[src/rtl/bpb_pkg.sv]
package bpb_pkg;

    typedef enum logic [1:0] {
        ACT_NONE   = 2'd0,
        ACT_BYPASS = 2'd1,
        ACT_STORE  = 2'd2,
        ACT_DROP   = 2'd3
    } arr_act_e;

    typedef struct packed {
        logic pop;
        logic busy;
    } svc_state_s;

endpackage

[src/rtl/bpb_len_fifo.sv]
module bpb_len_fifo #(
    parameter int DEPTH = 100,
    parameter int W     = 17
) (
    input  logic                       clk,
    input  logic                       rst,
    input  logic                       push,
    input  logic                       pop,
    input  logic [W-1:0]               din,
    output logic [W-1:0]               head,
    output logic [$clog2(DEPTH+1)-1:0] count
);
    localparam int PW = (DEPTH > 1) ? $clog2(DEPTH) : 1;
    localparam int NW = $clog2(DEPTH + 1);

    logic [W-1:0]  mem [DEPTH];
    logic [PW-1:0] rd_q, wr_q;
    logic [NW-1:0] cnt_q;

    function automatic logic [PW-1:0] advance(input logic [PW-1:0] p);
        return (p == PW'(DEPTH - 1)) ? '0 : p + 1'b1;
    endfunction

    always_ff @(posedge clk) begin
        if (push) mem[wr_q] <= din;
    end

    always_ff @(posedge clk) begin
        if (rst) begin
            rd_q  <= '0;
            wr_q  <= '0;
            cnt_q <= '0;
        end else begin
            if (push) wr_q <= advance(wr_q);
            if (pop)  rd_q <= advance(rd_q);
            cnt_q <= cnt_q + NW'(push) - NW'(pop);
        end
    end

    assign head  = mem[rd_q];
    assign count = cnt_q;

    AST_NO_OVERFLOW: assert property (@(posedge clk) disable iff (rst)
        push |-> ((cnt_q < NW'(DEPTH)) || pop));
    AST_NO_UNDERFLOW: assert property (@(posedge clk) disable iff (rst)
        pop |-> (cnt_q != '0));
endmodule

[src/rtl/bpb_bank_span.sv]
module bpb_bank_span #(
    parameter int NB   = 4,
    parameter int BANK = 32768,
    parameter int FW   = 18
) (
    input  logic [FW-1:0] lo,
    input  logic [FW-1:0] hi,
    output logic [NB-1:0] mask
);
    for (genvar i = 0; i < NB; i++) begin : g_bank
        localparam logic [FW-1:0] BLO = FW'(i * BANK);
        localparam logic [FW-1:0] BHI = FW'((i + 1) * BANK);
        assign mask[i] = (hi > lo) && (hi > BLO) && (lo < BHI);
    end
endmodule

[src/rtl/bpb_energy_acc.sv]
module bpb_energy_acc #(
    parameter int NB = 4,
    parameter int CW = 16,
    parameter int EW = 32
) (
    input  logic                     clk,
    input  logic                     rst,
    input  logic                     charge,
    input  logic [$clog2(NB+1)-1:0]  nbanks,
    input  logic [CW-1:0]            ea,
    input  logic [CW-1:0]            eq,
    input  logic [CW-1:0]            es,
    output logic [EW-1:0]            acc
);
    localparam int NBW = $clog2(NB + 1);
    localparam int CHW = CW + NBW + 2;

    logic [EW-1:0]  acc_q;
    logic [CHW-1:0] cost;
    logic [EW:0]    sum;
    logic           rst_d;

    assign cost = CHW'(ea) + CHW'(nbanks) * CHW'(eq) + CHW'(es);
    assign sum  = {1'b0, acc_q} + (EW+1)'(cost);

    always_ff @(posedge clk) begin
        rst_d <= rst;
        if (rst)         acc_q <= '0;
        else if (charge) acc_q <= sum[EW] ? '1 : sum[EW-1:0];
    end

    assign acc = acc_q;

    AST_ENERGY_MONOTONIC: assert property (@(posedge clk) disable iff (rst || rst_d)
        acc_q >= $past(acc_q));
    AST_ENERGY_HOLDS_MAX: assert property (@(posedge clk) disable iff (rst || rst_d)
        ($past(acc_q) == '1) |-> (acc_q == '1));
endmodule

[src/rtl/bpb_power_ctrl.sv]
module bpb_power_ctrl
    import bpb_pkg::*;
#(
    parameter int NB   = 4,
    parameter int BANK = 32768,
    parameter int QCAP = 100,
    parameter int LENW = 17,
    parameter int CW   = 16,
    parameter int EW   = 32,
    parameter int DCW  = 16
) (
    input  logic                       clk,
    input  logic                       rst,
    input  logic                       arr_valid,
    input  logic [LENW-1:0]            arr_len,
    input  logic                       svc_done,
    input  logic [CW-1:0]              cost_arrive,
    input  logic [CW-1:0]              cost_queue,
    input  logic [CW-1:0]              cost_service,
    output logic [NB-1:0]              bank_pwr,
    output logic [NB-1:0]              bank_wr,
    output logic [$clog2(QCAP+1)-1:0]  q_count,
    output logic                       drop_pulse,
    output logic [DCW-1:0]             drop_count
    ,
    output logic [EW-1:0]              energy
);
    localparam int TOTAL = NB * BANK;
    localparam int FW    = $clog2(TOTAL + 1);
    localparam int NW    = $clog2(QCAP + 1);
    localparam int NBW   = $clog2(NB + 1);

    logic [FW-1:0]   fill_q, fill_a, fill_n;
    logic [NW-1:0]   cnt_q, cnt_a;
    logic [LENW-1:0] head_len;
    logic            busy_q;
    svc_state_s      svc;
    arr_act_e        act;
    logic            fits, store, bypass;
    logic [NB-1:0]   pend_q, wr_q, pend_d, occ_mask, need_mask;
    logic            drop_q;
    logic [DCW-1:0]  drop_cnt_q;

    // completion is resolved before the arrival of the same cycle
    always_comb begin
        svc.pop  = svc_done && busy_q && (cnt_q != '0);
        svc.busy = (svc_done && busy_q) ? svc.pop : busy_q;
    end

    assign fill_a = fill_q - (svc.pop ? FW'(head_len) : '0);
    assign cnt_a  = cnt_q - NW'(svc.pop);
    assign fits   = ({1'b0, fill_a} + (FW+1)'(arr_len)) <= (FW+1)'(TOTAL);

    always_comb begin
        act = ACT_NONE;
        if (arr_valid) begin
            if (!svc.busy && cnt_a == '0)          act = ACT_BYPASS;
            else if (cnt_a < NW'(QCAP) && fits)    act = ACT_STORE;
            else                                   act = ACT_DROP;
        end
    end

    assign store  = (act == ACT_STORE);
    assign bypass = (act == ACT_BYPASS);
    assign fill_n = fill_a + (store ? FW'(arr_len) : '0);

    bpb_len_fifo #(.DEPTH(QCAP), .W(LENW)) u_len_fifo (
        .clk(clk), .rst(rst), .push(store), .pop(svc.pop),
        .din(arr_len), .head(head_len), .count(cnt_q)
    );

    bpb_bank_span #(.NB(NB), .BANK(BANK), .FW(FW)) u_span_new (
        .lo(fill_a), .hi(fill_n), .mask(pend_d)
    );
    bpb_bank_span #(.NB(NB), .BANK(BANK), .FW(FW)) u_span_need (
        .lo('0), .hi(fill_n), .mask(need_mask)
    );
    bpb_bank_span #(.NB(NB), .BANK(BANK), .FW(FW)) u_span_occ (
        .lo('0), .hi(fill_q), .mask(occ_mask)
    );

    always_ff @(posedge clk) begin
        if (rst) begin
            fill_q     <= '0;
            busy_q     <= 1'b0;
            pend_q     <= '0;
            wr_q       <= '0;
            drop_q     <= 1'b0;
            drop_cnt_q <= '0;
        end else begin
            fill_q <= fill_n;
            busy_q <= svc.busy || bypass;
            pend_q <= pend_d;
            wr_q   <= pend_q;
            drop_q <= (act == ACT_DROP);
            if (act == ACT_DROP) drop_cnt_q <= drop_cnt_q + 1'b1;
        end
    end

    bpb_energy_acc #(.NB(NB), .CW(CW), .EW(EW)) u_energy (
        .clk(clk), .rst(rst), .charge(store || bypass),
        .nbanks(store ? NBW'($countones(need_mask)) : '0),
        .ea(cost_arrive), .eq(cost_queue), .es(cost_service), .acc(energy)
    );

    assign bank_pwr   = occ_mask | pend_q | wr_q;
    assign bank_wr    = wr_q;
    assign q_count    = cnt_q;
    assign drop_pulse = drop_q;
    assign drop_count = drop_cnt_q;

    AST_WRITE_PREPOWERED: assert property (@(posedge clk) disable iff (rst)
        1'b1 |=> ((bank_wr & ~$past(bank_pwr)) == '0));
    AST_BYPASS_NO_STORE: assert property (@(posedge clk) disable iff (rst)
        bypass |=> (q_count == '0 && bank_wr == '0));
    AST_EMPTY_ALL_OFF: assert property (@(posedge clk) disable iff (rst)
        (q_count == '0 && pend_q == '0 && wr_q == '0) |-> (bank_pwr == '0));
    AST_DROP_COUNT_STEP: assert property (@(posedge clk) disable iff (rst)
        drop_pulse |-> (drop_count == DCW'($past(drop_count) + 1'b1)));
endmodule

[config.mk]
export PLATFORM = sky130hd
export DESIGN_NAME = bpb_power_ctrl
export DESIGN_NICKNAME = d
export VERILOG_FILES = /design/src/rtl/bpb_pkg.sv /design/src/rtl/bpb_len_fifo.sv /design/src/rtl/bpb_bank_span.sv /design/src/rtl/bpb_energy_acc.sv /design/src/rtl/bpb_power_ctrl.sv
export SDC_FILE = /design/constraint.sdc
export NUM_CORES = 2
export LEC_CHECK = 0
export BUFFER_PORTS_ARGS = -buffer_cell sky130_fd_sc_hd__buf_2
export CAP_MARGIN = 25
export CORE_MARGIN = 2
export CORE_UTILIZATION = 55
export DETAILED_ROUTE_END_ITERATION = 8
export PLACE_DENSITY = 0.73
export SLEW_MARGIN = 15
export SYNTH_ARGS = -nofsm -noshare
export SYNTH_HDL_FRONTEND = slang
export SYNTH_HIERARCHICAL = 1
export SYNTH_SLANG_ARGS = --single-unit
[constraint.sdc]
create_clock -name clk -period 19.89 [get_ports clk]
set_input_delay 2.9835 -clock clk [delete_from_list [all_inputs] [get_ports clk]]
set_output_delay 2.9835 -clock clk [all_outputs]
set_load 0.005 [all_outputs]
# == Yosys cells after proc, flatten, opt, wreduce, memory -nomap -nowiden ==
# Memories as Yosys holds them, arrays and structs flattened. A register that Yosys moved wholly into a read port is not among the register bits.
# Cells that the tools add are included.
# word_totals
reg_bits,97
input_bits,69
ram_bits,1700
memories,1
output_inout_bits,64
# mem_list
name,words,word_bits,read_ports,rd_clocked_by_memory_dff,wr,line,source
u_len_fifo.mem,100,17,1,1,1,bpb_len_fifo.sv:16,logic [W-1:0] mem [DEPTH];
# classes
n_eq_ne,5
mux,14
order_cmp,15
add_sub_neg,15
bitwise_logic,2
multipliers,1
n_reduce_logical,23
# ops
op,count
> comparator 18 x 17 -> 1 bit (second input constant),4
> comparator 18 x 1 -> 1 bit (second input constant),2
> comparator 18 x 16 -> 1 bit (second input constant),2
less-than comparator 18 x 17 -> 1 bit (second input constant),2
2-to-1 mux 17 bit,2
adder 32 x 21 -> 33 bit,1
2-to-1 mux 32 bit,1
2-to-1 mux 7 bit,4
adder 21 x 16 -> 21 bit,1
adder 16 x 19 -> 20 bit,1
adder 18 x 17 -> 19 bit,1
less-or-equal comparator 19 x 18 -> 1 bit (second input constant),1
multiplier 3 x 16 -> 19 bit,1
adder 18 x 17 -> 18 bit,1
> comparator 18 bit,1
logical AND 1 bit,18
less-than comparator 18 x 16 -> 1 bit (second input constant),1
less-than comparator 18 bit (second input constant),1
subtractor 18 x 17 -> 18 bit,1
adder 16 x 1 -> 16 bit (second input constant),1
adder 7 x 1 -> 7 bit (second input constant),2
equality test 7 bit (second input constant),2
subtractor 7 x 1 -> 7 bit,2
OR 4 bit,2
other kinds (13),20

# == Depth between registers and ports, before layout ==
# logic_depth
depth_word,23
mapped_depth,76

# == Hierarchy ==
# Netlist, hierarchy kept.
# modules_own_cells
module,n_inst,cells_each,area_per_inst_um2
bpb_len_fifo,1,2882,66432.5
bpb_energy_acc,1,583,4850.9
bpb_power_ctrl,1,574,4509.3
bpb_bank_span,3,77,603.1

# == Least setup slack after synthesis ==
# Ideal clock, no wire load.
# synth_path
path_type,in2reg
from,in svc_done
to,reg u_energy.acc_q[26] (netlist: u_energy/acc[26])
required_ns,19.775
arrival_time_ns,17.178
n_path_buf,3
setup_ns,0.115
stages,65
slack_ns,2.597
path_cell_list,nand2_1 -> nor2_1 -> and2_1 -> ha_1 -> inv_1 -> fa_1 -> a21o_1 -> a21oi_1 -> o21bai_1 -> a21oi_1 -> o21ai_0 -> a21oi_1 -> o2111ai_1 -> a31o_2 -> a21oi_1 -> xnor2_1 -> ha_1 -> nor2b_1 -> [... 29 more ...] -> fa_1 -> ha_1 -> ha_1 -> and3_1 -> clkbuf_1 -> nand2_1 -> fa_1 -> fa_1 -> fa_1 -> inv_1 -> ha_1 -> fa_1 -> a21oi_1 -> o211ai_2 -> a221oi_4 -> o2bb2ai_1 -> a41o_1 -> o21a_1
# synth_between
elab_chain_cells,23
word_cells_on_any_way,37
# synth_rtl
element,line,source
from (decl),bpb_power_ctrl.sv:16,"input logic svc_done,"
logical AND 1 bit * (2 in a row),bpb_power_ctrl.sv:46,svc.pop = svc_done && busy_q && (cnt_q != '0);
2-to-1 mux 17 bit *,bpb_power_ctrl.sv:50,assign fill_a = fill_q - (svc.pop ? FW'(head_len) : '0);
subtractor 18 x 17 -> 18 bit *,bpb_power_ctrl.sv:50,
named net fill_a[16],bpb_power_ctrl.sv:33,"logic [FW-1:0] fill_q, fill_a, fill_n;"
adder 18 x 17 -> 19 bit,bpb_power_ctrl.sv:52,"assign fits = ({1'b0, fill_a} + (FW+1)'(arr_len)) <= (FW+1)'(TOTAL);"
less-or-equal comparator 19 x 18 -> 1 bit,bpb_power_ctrl.sv:52,
logical AND 1 bit,bpb_power_ctrl.sv:58,else if (cnt_a < NW'(QCAP) && fits) act = ACT_STORE;
2-to-1 mux 1 bit,bpb_power_ctrl.sv:58,
[... 5 more ...],n/a,
named net fill_n[16],bpb_power_ctrl.sv:33,
[... 1 more ...],n/a,
named net need_mask[0],bpb_power_ctrl.sv:40,"logic [NB-1:0] pend_q, wr_q, pend_d, occ_mask, need_mask;"
[... 1 more ...],n/a,
adder 1 x 1 -> 2 bit (implied by the code),bpb_power_ctrl.sv:102,".nbanks(store ? NBW'($countones(need_mask)) : '0),"
adder 2 x 2 -> 3 bit (implied by the code) *,bpb_power_ctrl.sv:102,
2-to-1 mux 3 bit *,bpb_power_ctrl.sv:102,
multiplier 3 x 16 -> 19 bit *,bpb_energy_acc.sv:23,assign cost = CHW'(ea) + CHW'(nbanks) * CHW'(eq) + CHW'(es);
adder 16 x 19 -> 20 bit *,bpb_energy_acc.sv:23,
adder 21 x 16 -> 21 bit *,bpb_energy_acc.sv:23,
adder 32 x 21 -> 33 bit *,bpb_energy_acc.sv:24,"assign sum = {1'b0, acc_q} + (EW+1)'(cost);"
2-to-1 mux 32 bit *,bpb_energy_acc.sv:29,else if (charge) acc_q <= sum[EW] ? '1 : sum[EW-1:0];
to (signal assigned),bpb_energy_acc.sv:29,
to (decl),bpb_energy_acc.sv:18,logic [EW-1:0] acc_q;
# The timed path passes the listed nets; every way through them passes the cells marked *.
# A chain may end at the register's enable or synchronous reset.

==> tab_implementation.tex <==
\begin{tabular}{lr}
\hline
Metric & Value \\
\hline
\multicolumn{2}{l}{\textbf{Power and ir drop}} \\
Comb pwr share & 34.1\% \\
Portion of total power attributed to the clock network & 28.9\% \\
Post-layout power & 0.0116 W \\
Sw Share & 34.0\% \\
Leakage power & 28.5 nW \\
Switching pwr & 0.00393 W \\
Worst voltage drop across the vdd grid & 161 uV \\
Internal portion of total power & 0.00763 W \\
Sequential cell fraction of total power & 37.1\% \\
Power per standard cell area & 132 nW/um\^{}2 \\
\multicolumn{2}{l}{\textbf{Clock network}} \\
CTS Hold Buffers Added & 0 \\
Clock-pin slew on the worst setup and hold paths & 0.06 ns \\
CTS tree & done \\
Sinks on Clock Net & 1804 \\
Clock root buffer master & sky130\_fd\_sc\_hd\_\_clkbuf\_16 \\
Clock buffers created by TritonCTS & 175 \\
\# H-tree levels & 4 \\
Clk\_lat worst skew & 0.85 ns \\
CTS Buffer Depth & 3 \\
\multicolumn{2}{l}{\textbf{Worst setup path}} \\
Worst reg-to-reg path cell count & 69 \\
R2R setup slack & 1.61 ns \\
Peak fanout along the critical path & 31 \\
Element type at the critical path end & register \\
Crit path launch type & register \\
Largest stage delay on the critical path & 0.65 ns \\
Destination of the worst register-to-register timing path & u\_energy/acc[9] \\
Worst path required time & 20.56 ns \\
Slowest CP cell & sky130\_fd\_sc\_hd\_\_dfxtp\_4 \\
Worst setup path category & register to register \\
Arrival time of data at the critical path endpoint & 18.95 ns \\
\multicolumn{2}{l}{\textbf{Detailed routing}} \\
Count of unresolved DRC violations after routing & 0 \\
Detail Route met3 WL & 21900 um \\
Met2 wire length & 92700 um \\
Detailed-route vias per instance & 6.43 \\
Number of DRC markers after the initial detailed-route iteration & 5912 \\
Count of vias placed by the detailed router & 42700 \\
Routed wirelength normalized by instance count & 29.5 um \\
Routed wire length & 196000 um \\
Detail Route Antenna Nets & 0 \\
Top routing layer used & met5 \\
Metal1 wirelength & 76000 um \\
DRT Pass-1 Iters & 7 \\
\multicolumn{2}{l}{\textbf{Run status}} \\
Outcome & finished, final reports clean \\
\multicolumn{2}{l}{\textbf{Global route}} \\
Wire length of the first global-routing pass & 286000 um \\
Maximum number of pins on one net before global-route repair & 101 \\
Total Routing Usage GR & 27.2\% \\
Vias in the first global route & 41700 \\
Remaining Overflow, GRT & 0 \\
Initial antenna violation count & 18 \\
\multicolumn{2}{l}{\textbf{Floorplan}} \\
Initial cell density of the core & 55.5\% \\
Die Ht & 380 um \\
I/O pin cnt & 133 \\
Core Region & 140000 um\^{}2 \\
Number of rows created at floorplan & 137 \\
Horizontal die dimension & 380 um \\
Die outline area & 144000 um\^{}2 \\
\multicolumn{2}{l}{\textbf{Logic synthesis}} \\
Number of unique standard cell types used by synthesis & 97 \\
Post-synth top area share & 65.8\% \\
Largest area contributor in the synthesized netlist & sky130\_fd\_sc\_hd\_\_edfxtp\_1 \\
Top FF cell, synth & sky130\_fd\_sc\_hd\_\_edfxtp\_1 \\
Dominant cells by area after synthesis & sky130\_fd\_sc\_hd\_\_edfxtp\_1, sky130\_fd\_sc\_hd\_\_mux4\_2, sky130\_fd\_sc\_hd\_\_dfxtp\_1 \\
Number of synthesized flops with an enable pin & 1700 \\
Post-synthesis area per instance & 18.2 um\^{}2 \\
Summed instance area of the synthesized netlist & 77600 um\^{}2 \\
Synthesized flop and latch total & 1804 \\
Async set-or-reset flop fraction in the synthesized netlist & 0\% \\
Share of the yosys chip area belonging to registers & 68.5\% \\
Count of synthesis-stage warnings from yosys & 6 \\
Number of instances in the synthesized netlist & 4270 \\
\multicolumn{2}{l}{\textbf{Timing}} \\
Final worst path period share & 91.9\% \\
Setup repair after global routing missed its margin & no \\
Final-layout setup total negative slack & 0 ns \\
Final hold violations & 0 \\
Min Clock Period, post-route & 18.28 ns \\
Top achievable clock speed & 0.0547 GHz \\
Worst-Margin Slew & 1.12 ns \\
Clock tree skew after final layout & 0.0533 ns \\
Final setup violation count & 0 \\
Final setup slack of the worst path & 1.61 ns \\
Number of max-slew violations in the final report & 0 \\
Max-Slew Margin vs Limit & 23.2\% \\
\multicolumn{2}{l}{\textbf{Placement}} \\
Port Buffers & 132 \\
Placed wire-length estimate & 121000 um \\
Final weighted congestion in routability-driven placement & 0.923 \\
Post-placement setup slack & 0.777 ns \\
\multicolumn{2}{l}{\textbf{Worst hold path}} \\
Hold path start & pend\_q[2] \\
Min-Delay Path Class & register to register \\
Destination of the worst hold path & bank\_wr[2] \\
Cells on Worst Hold Path & 1 \\
\multicolumn{2}{l}{\textbf{Cells and area}} \\
Share of final-layout standard cells stronger than drive strength 1 & 25.5\% \\
\# nets final & 4905 \\
Synthesis-to-layout area growth & 12.9\% \\
\multicolumn{2}{l}{\textbf{Run}} \\
Max-capacitance violation count & 0 \\
\hline
\end{tabular}
-- area by class of cell --
cell class | count | area [um^2]
multi-input combinational | 2069 | 22900
antenna | 3 | 7.51
clock inverter | 115 | 1260
sequential | 1804 | 53100
clock buffer | 209 | 4540
fill | 9511 | 52100
inverter | 239 | 897
timing repair buffer | 337 | 2560
tap | 1876 | 2350
-- power by group through the flow --
stage,Combinational [W],Sequential (W),Clock (W)
global route,0.00431,0.00429,0.00352
global placement,0.00379,0.00437,0
floorplan,0.00287,0.00434,0
finish,0.00394,0.00429,0.00334
CTS,0.00389,0.00429,0.00338
detailed placement,0.00386,0.00437,0
-- cells in the final DEF (no fill, tap or decap), types with 41 or more instances in the layout --
master,count
sky130_fd_sc_hd__edfxtp_1,1700
sky130_fd_sc_hd__mux4_2,480
sky130_fd_sc_hd__inv_1,236
sky130_fd_sc_hd__buf_4,190
sky130_fd_sc_hd__clkbuf_16,176
sky130_fd_sc_hd__nor2_1,160
sky130_fd_sc_hd__ha_1,142
sky130_fd_sc_hd__nand2_1,133
sky130_fd_sc_hd__buf_2,114
sky130_fd_sc_hd__a21oi_1,113
sky130_fd_sc_hd__dfxtp_1,98
sky130_fd_sc_hd__nor2b_1,72
sky130_fd_sc_hd__and2_1,71
sky130_fd_sc_hd__fa_1,68
sky130_fd_sc_hd__mux2i_1,67
sky130_fd_sc_hd__nor2_2,49
sky130_fd_sc_hd__o21ai_0,44
sky130_fd_sc_hd__conb_1,44
sky130_fd_sc_hd__nand3_1,41
-- logic make-up (layout without fill, tap and decap cells) --
| logic type | count (synthesis) | after routing | share of synthesized area (%) |
|---|---|---|---|
| DFF | 1804 | 1804 | 68.5 |
| and+or+nand+nor | 739 | 739 | 4.98 |
| muxes | 560 | 560 | 15.0 |
| AOI/OAI and AO/OA | 455 | 455 | 4.32 |
| buffers and inverters | 440 | 900 | 2.49 |
| adders and majority gates | 210 | 210 | 4.04 |
| xor gates and xnor gates | 61 | 61 | 0.688 |
| other | 1 | 47 | 0.00483 |
-- worst max-delay path, delay by kind of cell, from the launching register on --
family / cells / cell delay (ns)
AO/OA/AOI/OAI: 28 / 5.78
adder cells (fa/ha/maj): 14 / 5.34
AND/OR/NAND/NOR: 18 / 4.28
buffers and inverters: 6 / 1.35
flip-flops: 1 / 0.65
multiplexers: 2 / 0.48
XOR/XNOR: 1 / 0.18
-- through the flow --
step           hold WS (ns)  instances  utilization [%]  area (um^2)
6_report              0.460       6652             62.7        87600
5_1_grt               0.479       6649             62.7        87600
4_1_cts               0.460       6640             62.6        87400
3_5_place_dp          0.448       6316             58.4        81600
3_3_place_gp          0.448       6303             58.3        81500
2_1_floorplan         0.431       4313                -        77800
-- what timing repair did --
action                     in CTS  in global routing
buffers inserted                0                  2
setup endpoints to repair       0                 25
resized for setup               0                  2
-- cell usage after synthesis (27+ instances only) --
| master | instances |
|---|---|
| sky130_fd_sc_hd__buf_4 | 32 |
| sky130_fd_sc_hd__edfxtp_1 | 1700 |
| sky130_fd_sc_hd__dfxtp_1 | 104 |
| sky130_fd_sc_hd__xor2_1 | 27 |
| sky130_fd_sc_hd__nand2_1 | 133 |
| sky130_fd_sc_hd__and3_1 | 34 |
| sky130_fd_sc_hd__o22ai_1 | 35 |
| sky130_fd_sc_hd__buf_2 | 70 |
| sky130_fd_sc_hd__xnor2_1 | 34 |
| sky130_fd_sc_hd__nand4_1 | 29 |
| sky130_fd_sc_hd__clkbuf_1 | 77 |
| sky130_fd_sc_hd__inv_1 | 236 |
| sky130_fd_sc_hd__nor2b_1 | 72 |
| sky130_fd_sc_hd__nand3_1 | 41 |
| sky130_fd_sc_hd__ha_1 | 142 |
| sky130_fd_sc_hd__mux2i_1 | 67 |
| sky130_fd_sc_hd__fa_1 | 68 |
| sky130_fd_sc_hd__o21ai_0 | 44 |
| sky130_fd_sc_hd__and2_1 | 71 |
| sky130_fd_sc_hd__nor4_1 | 29 |
| sky130_fd_sc_hd__a21oi_1 | 113 |
| sky130_fd_sc_hd__a211oi_1 | 37 |
| sky130_fd_sc_hd__mux4_2 | 480 |
| sky130_fd_sc_hd__nor2_1 | 209 |
| sky130_fd_sc_hd__nor3_1 | 43 |
-- registers in the layout, summed over array words and instances (netlist names), named ones only --
signal / flops
fill_q: 18
u_len_fifo/mem: 1700
u_len_fifo/rd_q: 7
pend_q: 4
drop_count: 16
drop_pulse: 1
u_energy/acc: 32
u_len_fifo/wr_q: 7
bank_wr: 4
u_len_fifo/count: 7
busy_q: 1
-- per-layer routing --
metal  GRT usage [%]  vias up
li1                -    17800
met1            39.3    22100
met2            42.3     2526
met3            5.77      342
met4            7.84       10
met5               0        -
-- how the worst max path moves through the flow --
| stage | start | endpoint | slack, ns | depth (start not counted) |
|---|---|---|---|---|
| 2_1_floorplan | svc_done | u_energy/acc[26] | 2.60 | 65 |
| 3_3_place_gp | svc_done | u_energy/acc[9] | 1.30 | 64 |
| 3_5_place_dp | svc_done | u_energy/acc[9] | 0.78 | 64 |
| 4_1_cts | register | u_energy/acc[9] | 1.28 | 69 |
| 5_1_grt | register | u_energy/acc[9] | 0.04 | 70 |
| 6_report | register | u_energy/acc[9] | 1.61 | 69 |
(Power assumes the default switching activity.)
